$ cat src/rtl/xcvr_pkg.sv
package xcvr_pkg;
    localparam int DATA_W = 18;
    localparam int N_DIR  = 2;
    localparam int DIR_AB = 0;
    localparam int DIR_BA = 1;

    typedef enum logic [1:0] {
        OP_HOLD,
        OP_PASS,
        OP_CAPTURE,
        OP_RECALL
    } store_op_e;

    typedef struct packed {
        logic oe_n;
        logic le;
        logic bclk;
        logic ce_n;
    } dir_ctrl_t;

    // Priority: transparent, then clocked capture, then recall on latch close.
    function automatic store_op_e pick_op(input logic le, input logic rise_en,
                                          input logic close_hi);
        if (le)            return OP_PASS;
        else if (rise_en)  return OP_CAPTURE;
        else if (close_hi) return OP_RECALL;
        else               return OP_HOLD;
    endfunction
endpackage

$ cat src/rtl/xcvr_sampler.sv
module xcvr_sampler
    import xcvr_pkg::*;
(
    input  logic      clk,
    input  logic      rst,
    input  dir_ctrl_t ctrl,
    output store_op_e op,
    output logic      rise_en,
    output logic      drive_en
);
    logic bclk_q;
    logic le_q;
    logic close_hi;

    always_ff @(posedge clk) begin
        if (rst) begin
            bclk_q   <= 1'b0;
            le_q     <= 1'b0;
            drive_en <= 1'b0;
        end else begin
            bclk_q   <= ctrl.bclk;
            le_q     <= ctrl.le;
            drive_en <= ~ctrl.oe_n;
        end
    end

    always_comb begin
        rise_en  = ctrl.bclk & ~bclk_q & ~ctrl.ce_n;
        close_hi = le_q & ~ctrl.le & bclk_q;
        op       = pick_op(ctrl.le, rise_en, close_hi);
    end

    // drive enable follows the inverted output enable one edge later
    p_drive_follows_r5: assert property (@(posedge clk) disable iff (rst)
        !$past(rst) |-> (drive_en == !$past(ctrl.oe_n)));

    // a blocked clock never yields a capture
    p_ce_blocks_r4: assert property (@(posedge clk) disable iff (rst)
        ctrl.ce_n |-> (op != OP_CAPTURE));
endmodule

$ cat src/rtl/xcvr_store.sv
module xcvr_store
    import xcvr_pkg::*;
#(
    parameter int W = DATA_W
) (
    input  logic         clk,
    input  logic         rst,
    input  store_op_e    op,
    input  logic         cap_en,
    input  logic [W-1:0] din,
    output logic [W-1:0] dout
);
    logic [W-1:0] cap_q;

    always_ff @(posedge clk) begin
        if (rst) begin
            dout  <= '0;
            cap_q <= '0;
        end else begin
            if (cap_en) cap_q <= din;
            unique case (op)
                OP_PASS:    dout <= din;
                OP_CAPTURE: dout <= din;
                OP_RECALL:  dout <= cap_q;
                default:    dout <= dout;
            endcase
        end
    end

    // no store operation, no output change
    p_hold_stable_r2: assert property (@(posedge clk) disable iff (rst)
        (!$past(rst) && $past(op == OP_HOLD)) |-> $stable(dout));
endmodule

$ cat src/rtl/xcvr_conflict.sv
module xcvr_conflict (
    input  logic clk,
    input  logic rst,
    input  logic ab_oe_n,
    input  logic ba_oe_n,
    output logic conflict
);
    always_ff @(posedge clk) begin
        if (rst) conflict <= 1'b0;
        else     conflict <= ~ab_oe_n & ~ba_oe_n;
    end
endmodule

$ cat src/rtl/bus_xcvr_top.sv
module bus_xcvr_top
    import xcvr_pkg::*;
#(
    parameter int W = DATA_W
) (
    input  logic         clk,
    input  logic         rst,
    input  logic [W-1:0] a_in,
    input  logic [W-1:0] b_in,
    input  logic         ab_oe_n,
    input  logic         ab_le,
    input  logic         ab_bclk,
    input  logic         ab_ce_n,
    input  logic         ba_oe_n,
    input  logic         ba_le,
    input  logic         ba_bclk,
    input  logic         ba_ce_n,
    output logic [W-1:0] b_out,
    output logic         b_oe,
    output logic [W-1:0] a_out,
    output logic         a_oe,
    output logic         bus_conflict
);
    dir_ctrl_t    ctrl [N_DIR];
    logic [W-1:0] din  [N_DIR];
    logic [W-1:0] dout [N_DIR];
    logic         den  [N_DIR];

    assign ctrl[DIR_AB] = '{oe_n: ab_oe_n, le: ab_le, bclk: ab_bclk, ce_n: ab_ce_n};
    assign ctrl[DIR_BA] = '{oe_n: ba_oe_n, le: ba_le, bclk: ba_bclk, ce_n: ba_ce_n};
    assign din[DIR_AB]  = a_in;
    assign din[DIR_BA]  = b_in;

    for (genvar d = 0; d < N_DIR; d++) begin : g_dir
        store_op_e op;
        logic      rise_en;

        xcvr_sampler u_samp (
            .clk      (clk),
            .rst      (rst),
            .ctrl     (ctrl[d]),
            .op       (op),
            .rise_en  (rise_en),
            .drive_en (den[d])
        );

        xcvr_store #(.W(W)) u_store (
            .clk    (clk),
            .rst    (rst),
            .op     (op),
            .cap_en (rise_en),
            .din    (din[d]),
            .dout   (dout[d])
        );
    end

    xcvr_conflict u_conf (
        .clk      (clk),
        .rst      (rst),
        .ab_oe_n  (ab_oe_n),
        .ba_oe_n  (ba_oe_n),
        .conflict (bus_conflict)
    );

    assign b_out = dout[DIR_AB];
    assign b_oe  = den[DIR_AB];
    assign a_out = dout[DIR_BA];
    assign a_oe  = den[DIR_BA];

    // transparent A-to-B path copies the sampled input
    p_pass_ab_r1: assert property (@(posedge clk) disable iff (rst)
        (!$past(rst) && $past(ab_le)) |-> (b_out == $past(a_in)));

    // same for B-to-A
    p_pass_ba_r6: assert property (@(posedge clk) disable iff (rst)
        (!$past(rst) && $past(ba_le)) |-> (a_out == $past(b_in)));

    // conflict flag matches both drive enables
    p_conflict_r10: assert property (@(posedge clk) disable iff (rst)
        !$past(rst) |-> (bus_conflict == (a_oe && b_oe)));

    // reset leaves everything quiet
    p_reset_quiet_r8: assert property (@(posedge clk)
        $past(rst) |-> (!a_oe && !b_oe && !bus_conflict && a_out == '0 && b_out == '0));
endmodule

$ cat config.mk
export PLATFORM = sky130hd
export DESIGN_NAME = bus_xcvr_top
export DESIGN_NICKNAME = d
export VERILOG_FILES = /design/src/rtl/xcvr_pkg.sv /design/src/rtl/xcvr_sampler.sv /design/src/rtl/xcvr_store.sv /design/src/rtl/xcvr_conflict.sv /design/src/rtl/bus_xcvr_top.sv
export SDC_FILE = /design/constraint.sdc
export NUM_CORES = 1
export LEC_CHECK = 0
export BUFFER_PORTS_ARGS = -buffer_cell sky130_fd_sc_hd__buf_2
export CAP_MARGIN = 10
export CELL_PAD_IN_SITES_DETAIL_PLACEMENT = 0
export CELL_PAD_IN_SITES_GLOBAL_PLACEMENT = 2
export CORE_ASPECT_RATIO = 2
export CORE_MARGIN = 1.5
export CORE_UTILIZATION = 27
export DETAILED_ROUTE_END_ITERATION = 6
export PLACE_DENSITY_LB_ADDON = 0.1
export RECOVER_POWER = 25
export SYNTH_ARGS = -nofsm -noshare
export SYNTH_HDL_FRONTEND = slang
export SYNTH_SLANG_ARGS = --single-unit
$ cat constraint.sdc
create_clock -name clk -period 1.5 [get_ports clk]
set_clock_uncertainty 0.05 [all_clocks]
set_input_delay 0.075 -clock clk [delete_from_list [all_inputs] [get_ports clk]]
set_output_delay 0.075 -clock clk [all_outputs]
set_load 0.01 [all_outputs]
# Yosys cells after proc, flatten, opt, wreduce, memory -nomap -nowiden
# Cells that the tools add are included.
totals:
  register_bits: 79
  input_bits: 46
  out_inout_bits: 39
  elab_cells: 46
classes:
  n_eq_ne: 6
  n_mux: 8
  bitwise_logic: 17
  reduce_logical: 4
ops:
  columns: ["op", "count"]
  rows:
  - ["$pmux W18 S2", 2]
  - ["$mux W2", 6]
  - ["$and A1 B1 Y1", 9]
  - ["$eq A2 B2 Y1 const B", 4]
  - ["$not A1 Y1", 8]
  - ["$eq A2 B1 Y1 const B", 2]
  - ["$reduce_bool A2 Y1", 2]
  - ["$reduce_or A2 Y1", 2]

# Logic depth before layout (Yosys ltp)
logic_depth:
  word_depth: 9
  mapped_depth: 6
  mapped_depth_nobuf: 3

# By module
# A second synthesis with hierarchy kept.
unflattened:
  cells_unflattened: 264
  hier_area_um2: 2882.8
modules_own_cells:
  columns: ["module", "n_inst", "cells_per_inst", "area_per_inst_um2", "seq_area_each_um2"]
  rows:
  - ["xcvr_store", 2, 121, 1313.8, 720.7]
  - ["xcvr_sampler", 2, 10, 112.6, 60.1]
  - ["xcvr_conflict", 1, 2, 30.0, 20.0]

# Least setup slack after synthesis
# No wires, ideal clock.
synth_path:
  kind: "reg2reg"
  startpoint: "register g_dir[0].u_samp.bclk_q"
  endpoint: "register g_dir[0].u_store.dout[10]"
  setup_time_ps: 119
  arrival_time_ps: 1342
  required_time_ps: 1331
  setup_slack_ps: -11
  stages_incl_launch_ff: 7
  path_buffers: 3
  period_less_slack_ps: 1511
  cell_sequence: "dfxtp_1 -> and2_4 -> buf_6 -> or3_1 -> buf_6 -> buf_8 -> o221a_1"
synth_between:
  elab_chain_cells: 8
  word_cells_on_any_way: 13
  classes_between: "3 x eq/ne; 4 x mux; 4 x bitwise; 2 x reduce/logical"
synth_lines:
  columns: ["item", "line", "rtl"]
  rows:
  - ["from (decl)", "xcvr_sampler.sv:11", "logic bclk_q;"]
  - ["from (signal assigned)", "xcvr_sampler.sv:21", "bclk_q <= ctrl.bclk;"]
  - ["$not A1 Y1", "xcvr_sampler.sv:28", "rise_en = ctrl.bclk & ~bclk_q & ~ctrl.ce_n;"]
  - ["$and A1 B1 Y1 (2 in series)", "xcvr_sampler.sv:28", null]
  - ["$mux W2 (*)", "xcvr_pkg.sv:25", "else if (rise_en) return OP_CAPTURE;"]
  - ["$mux W2 (*)", "xcvr_pkg.sv:24", "if (le) return OP_PASS;"]
  - ["$eq A2 B1 Y1 or $eq A2 B2 Y1 (tied branches)", "xcvr_store.sv:21", "unique case (op)"]
  - ["$reduce_or A2 Y1 (no source line)", null, null]
  - ["$pmux W18 S2 or $reduce_bool A2 Y1 (tied branches)", null, null]
  - ["to (signal assigned)", "xcvr_store.sv:22", "OP_PASS: dout <= din;"]
  - ["to (signal assigned)", "xcvr_store.sv:23", "OP_CAPTURE: dout <= din;"]
  - ["to (signal assigned)", "xcvr_store.sv:24", "OP_RECALL: dout <= cap_q;"]
  - ["to (decl)", "xcvr_store.sv:11", "output logic [W-1:0] dout"]
# Mark *: on every way between the ends. The rest lies on a longest branch, timed or not.
# A chain may end at the register's enable or synchronous reset.

# Final worst setup path
layout_path:
  startpoint: "register g_dir[1].u_samp.bclk_q"
  endpoint: "register g_dir[1].u_store.dout[8]"
layout_between:
  elab_chain_cells: 8
  word_cells_on_any_way: 13
  classes_between: "3 x eq/ne; 4 x mux; 4 x bitwise; 2 x reduce/logical"
layout_lines:
  columns: ["item", "line"]
  rows:
  - ["from (decl)", "xcvr_sampler.sv:11"]
  - ["from (signal assigned)", "xcvr_sampler.sv:21"]
  - ["$not A1 Y1", "xcvr_sampler.sv:28"]
  - ["$and A1 B1 Y1 (2 in series)", "xcvr_sampler.sv:28"]
  - ["$mux W2 (*)", "xcvr_pkg.sv:25"]
  - ["$mux W2 (*)", "xcvr_pkg.sv:24"]
  - ["$eq A2 B1 Y1 or $eq A2 B2 Y1 (tied branches)", "xcvr_store.sv:21"]
  - ["$reduce_or A2 Y1 (no source line)", null]
  - ["$pmux W18 S2 or $reduce_bool A2 Y1 (tied branches)", null]
  - ["to (signal assigned)", "xcvr_store.sv:22"]
  - ["to (signal assigned)", "xcvr_store.sv:23"]
  - ["to (signal assigned)", "xcvr_store.sv:24"]
  - ["to (decl)", "xcvr_store.sv:11"]
# Marked as above.

==> impl_metrics.toml <==
[global_routing]
gr-usage-all-layers_pct = 15.4
grt_pass1_wl_um = 14800
antenna_found_initial = 0
grt-ovfl-total = 0
grt_pass1_vias = 2999
grt_max_degree = 38

[synthesis]
synth_area_leaders = "dfxtp_1 50%, a21oi_1 8.5%, nand2_1 8.5%"
synth_ff_type = "dfxtp_1"
synthCells = 362
async_flop_share_pct = 0
netlist_area_mm2 = 0.00318
synth_fp_nets = 408
synth_edf_count = 0
seq_area_frac_synth_pct = 49.7
yosysTopAreaCell = "dfxtp_1"
synth_cell_types = 21
synth_common_cells = "79 x dfxtp_1, 72 x nand2_1, 54 x a21oi_1, 38 x nor2_1, 20 x o221a_1"
avgSynthCellArea_um2 = 8.79
synth_warnings = 0
yosysMostFrequentCell = "dfxtp_1"
ys_ff_latch = 79
yosys.area.top_type_share_pct = 49.7

[sta]
fmax_mhz = 694
finalSetupViolCount = 0
hold_viol = 0
finalCritPeriodShare_pct = 96.1
worst_pin_slew_ns = 0.802
finalMaxSlewViolations = 0
rsz0062_at_grt = "false"
final.setup.worst_slack_ns = 0.0586
finalCriticalPeriod_ns = 1.44
slew_headroom_pct = 46.6

[clocking]
htree_levels = 3
clk_pin_slew_ns = 0.06
cts_inserted_buffers = 9
ctsRootBufferMaster = "clkbuf_16"
cts_sinks = 79
cts_tree = "done"
clockBufferDepth = 2
insertion_delay_ns = 0.33

[cells_and_area]
nets = 530
fin_cells = 630
diodes = 0
utilization_pct = 38.9
area_delta_synth_final_pct = 39.6
drive_gt1_share_pct = 23.8
finalInstanceArea_mm2 = 0.00444

[placement]
portBuffers = 84
dp_hpwl_um = 6010
gp_congestion = 0.698
dpl_worst_slack_ns = 0.0306
dp_cells = 575
placed_area_mm2 = 0.00379

[routing]
drt_iter0_markers = 127
dr.pass1.iters = 4
num_vias = 3024
antenna_left = 0
drt_wl_total_um = 8990
wl_per_cell_um = 14.3
viasPerCell = 4.80
drc_errors = 0

[critical_path]
worstRegToRegCells = 3
worstPathMaxFanout = 22
cp-start-kind = "register"
endpoint_kind = "register"
cp.required_ns = 1.67
worstSetupPathType = "register to register"
arrival_ns = 1.61

[die]
initial_core_util_pct = 27.9
dieArea_mm2 = 0.0125
die_w_um = 79.8
coreArea_mm2 = 0.0114
die_h_um = 157
rows = 55
ios = 85

[pwr]
p_total_uw = 5120
power_density_mw_per_mm2 = 1150
p_leak_uw = 0.00186
max-vdd-ir-drop_uv = 552

[outcome]
status = "finished clean"

[hold_path]
holdCritPathClass = "primary input to register"
holdPathStages = 3

[run]
max-cap-violations = 0
## path summary, 6_finish.rpt
path                              from                   endpoint  slack [ns]
max             g_dir[1].u_samp.bclk_q   g_dir[1].u_store.dout[8]        0.06
min reg2reg  g_dir[1].u_store.cap_q[9]  g_dir[1].u_store.cap_q[9]        0.40
min                              ab_le       g_dir[0].u_samp.le_q        0.14
max reg2reg     g_dir[1].u_samp.bclk_q   g_dir[1].u_store.dout[8]        0.06
## cell type report
class                   count  area, µm²
fillers                  1233       6980
inverters                  18       67.6
clock buffers              10        229
repair buffers            144        978
multi-input cells         232       1360
clock inverters             5       50.0
flip-flops and latches     79       1580
well taps                 142        178
## worst max-delay path, cell delays in order, from the launching register on
cell and delay (ns):
dfxtp_2 0.32, or3b_2 0.49, buf_6 0.19, o221a_2 0.27
## stage by stage
step | setup TNS (ns) | hold slack, ns
floorplan | -0.107 | 0.0974
global placement | 0 | 0.200
detailed placement | 0 | 0.203
CTS | 0 | 0.102
global route | 0 | 0.151
finish | 0 | 0.136
## logic make-up (layout without fill, tap and decap cells)
| logic type | after synthesis | after routing | share of synthesized area [%] |
|---|---|---|---|
| AOI/OAI and AO/OA | 108 | 108 | 26.2 |
| buffers and inverters | 51 | 177 | 7.86 |
| DFF | 79 | 79 | 49.7 |
| and+or+nand+nor | 124 | 124 | 16.2 |
## what timing repair did
item                                    in CTS  in global routing
endpoints found under the setup margin       0                  2
hold endpoints to repair                    72                  0
setup buffers                                0                  0
gates resized for setup                      0                  2
hold buffers                                40                  0
## routing by layer
layer,share of wire [%],track usage [%]
met1,41,17.2
met2,53,28.1
met3,3.7,3.15
met4,1.7,5.83
met5,0,0
## sequential cells by signal (all words and copies together), names as in the netlist
name,count
g_dir.u_store.cap_q,36
g_dir.u_store.dout,36
g_dir.u_samp.bclk_q,2
g_dir.u_samp.drive_en,2
g_dir.u_samp.le_q,2
u_conf.conflict,1
## power breakdown
part           switching [µW]  internal, µW  leakage, µW  total (µW)
Clock                     851          1270     0.000142        2120
Combinational             360           343      0.00107         703
Sequential               68.7          2230     0.000652        2300
Total                    1280          3840      0.00186        5120
## layout by cell type, fill, tap and decap left out, types with 3 or more instances in the layout
cell type | netlist | routed
a21oi_1 | 54 | 54
a221oi_1 | 18 | 18
buf_12 | 0 | 3
buf_2 | 8 | 60
buf_4 | 0 | 13
clkbuf_1 | 17 | 27
clkbuf_16 | 0 | 9
clkinv_2 | 0 | 4
dfxtp_1 | 79 | 78
dlygate4sd3_1 | 0 | 40
inv_1 | 18 | 18
nand2_1 | 72 | 72
nor2_1 | 38 | 38
nor2b_1 | 4 | 4
o221a_1 | 20 | 20
o221a_2 | 16 | 16
No activity file was read; power rests on OpenSTA's default activity.
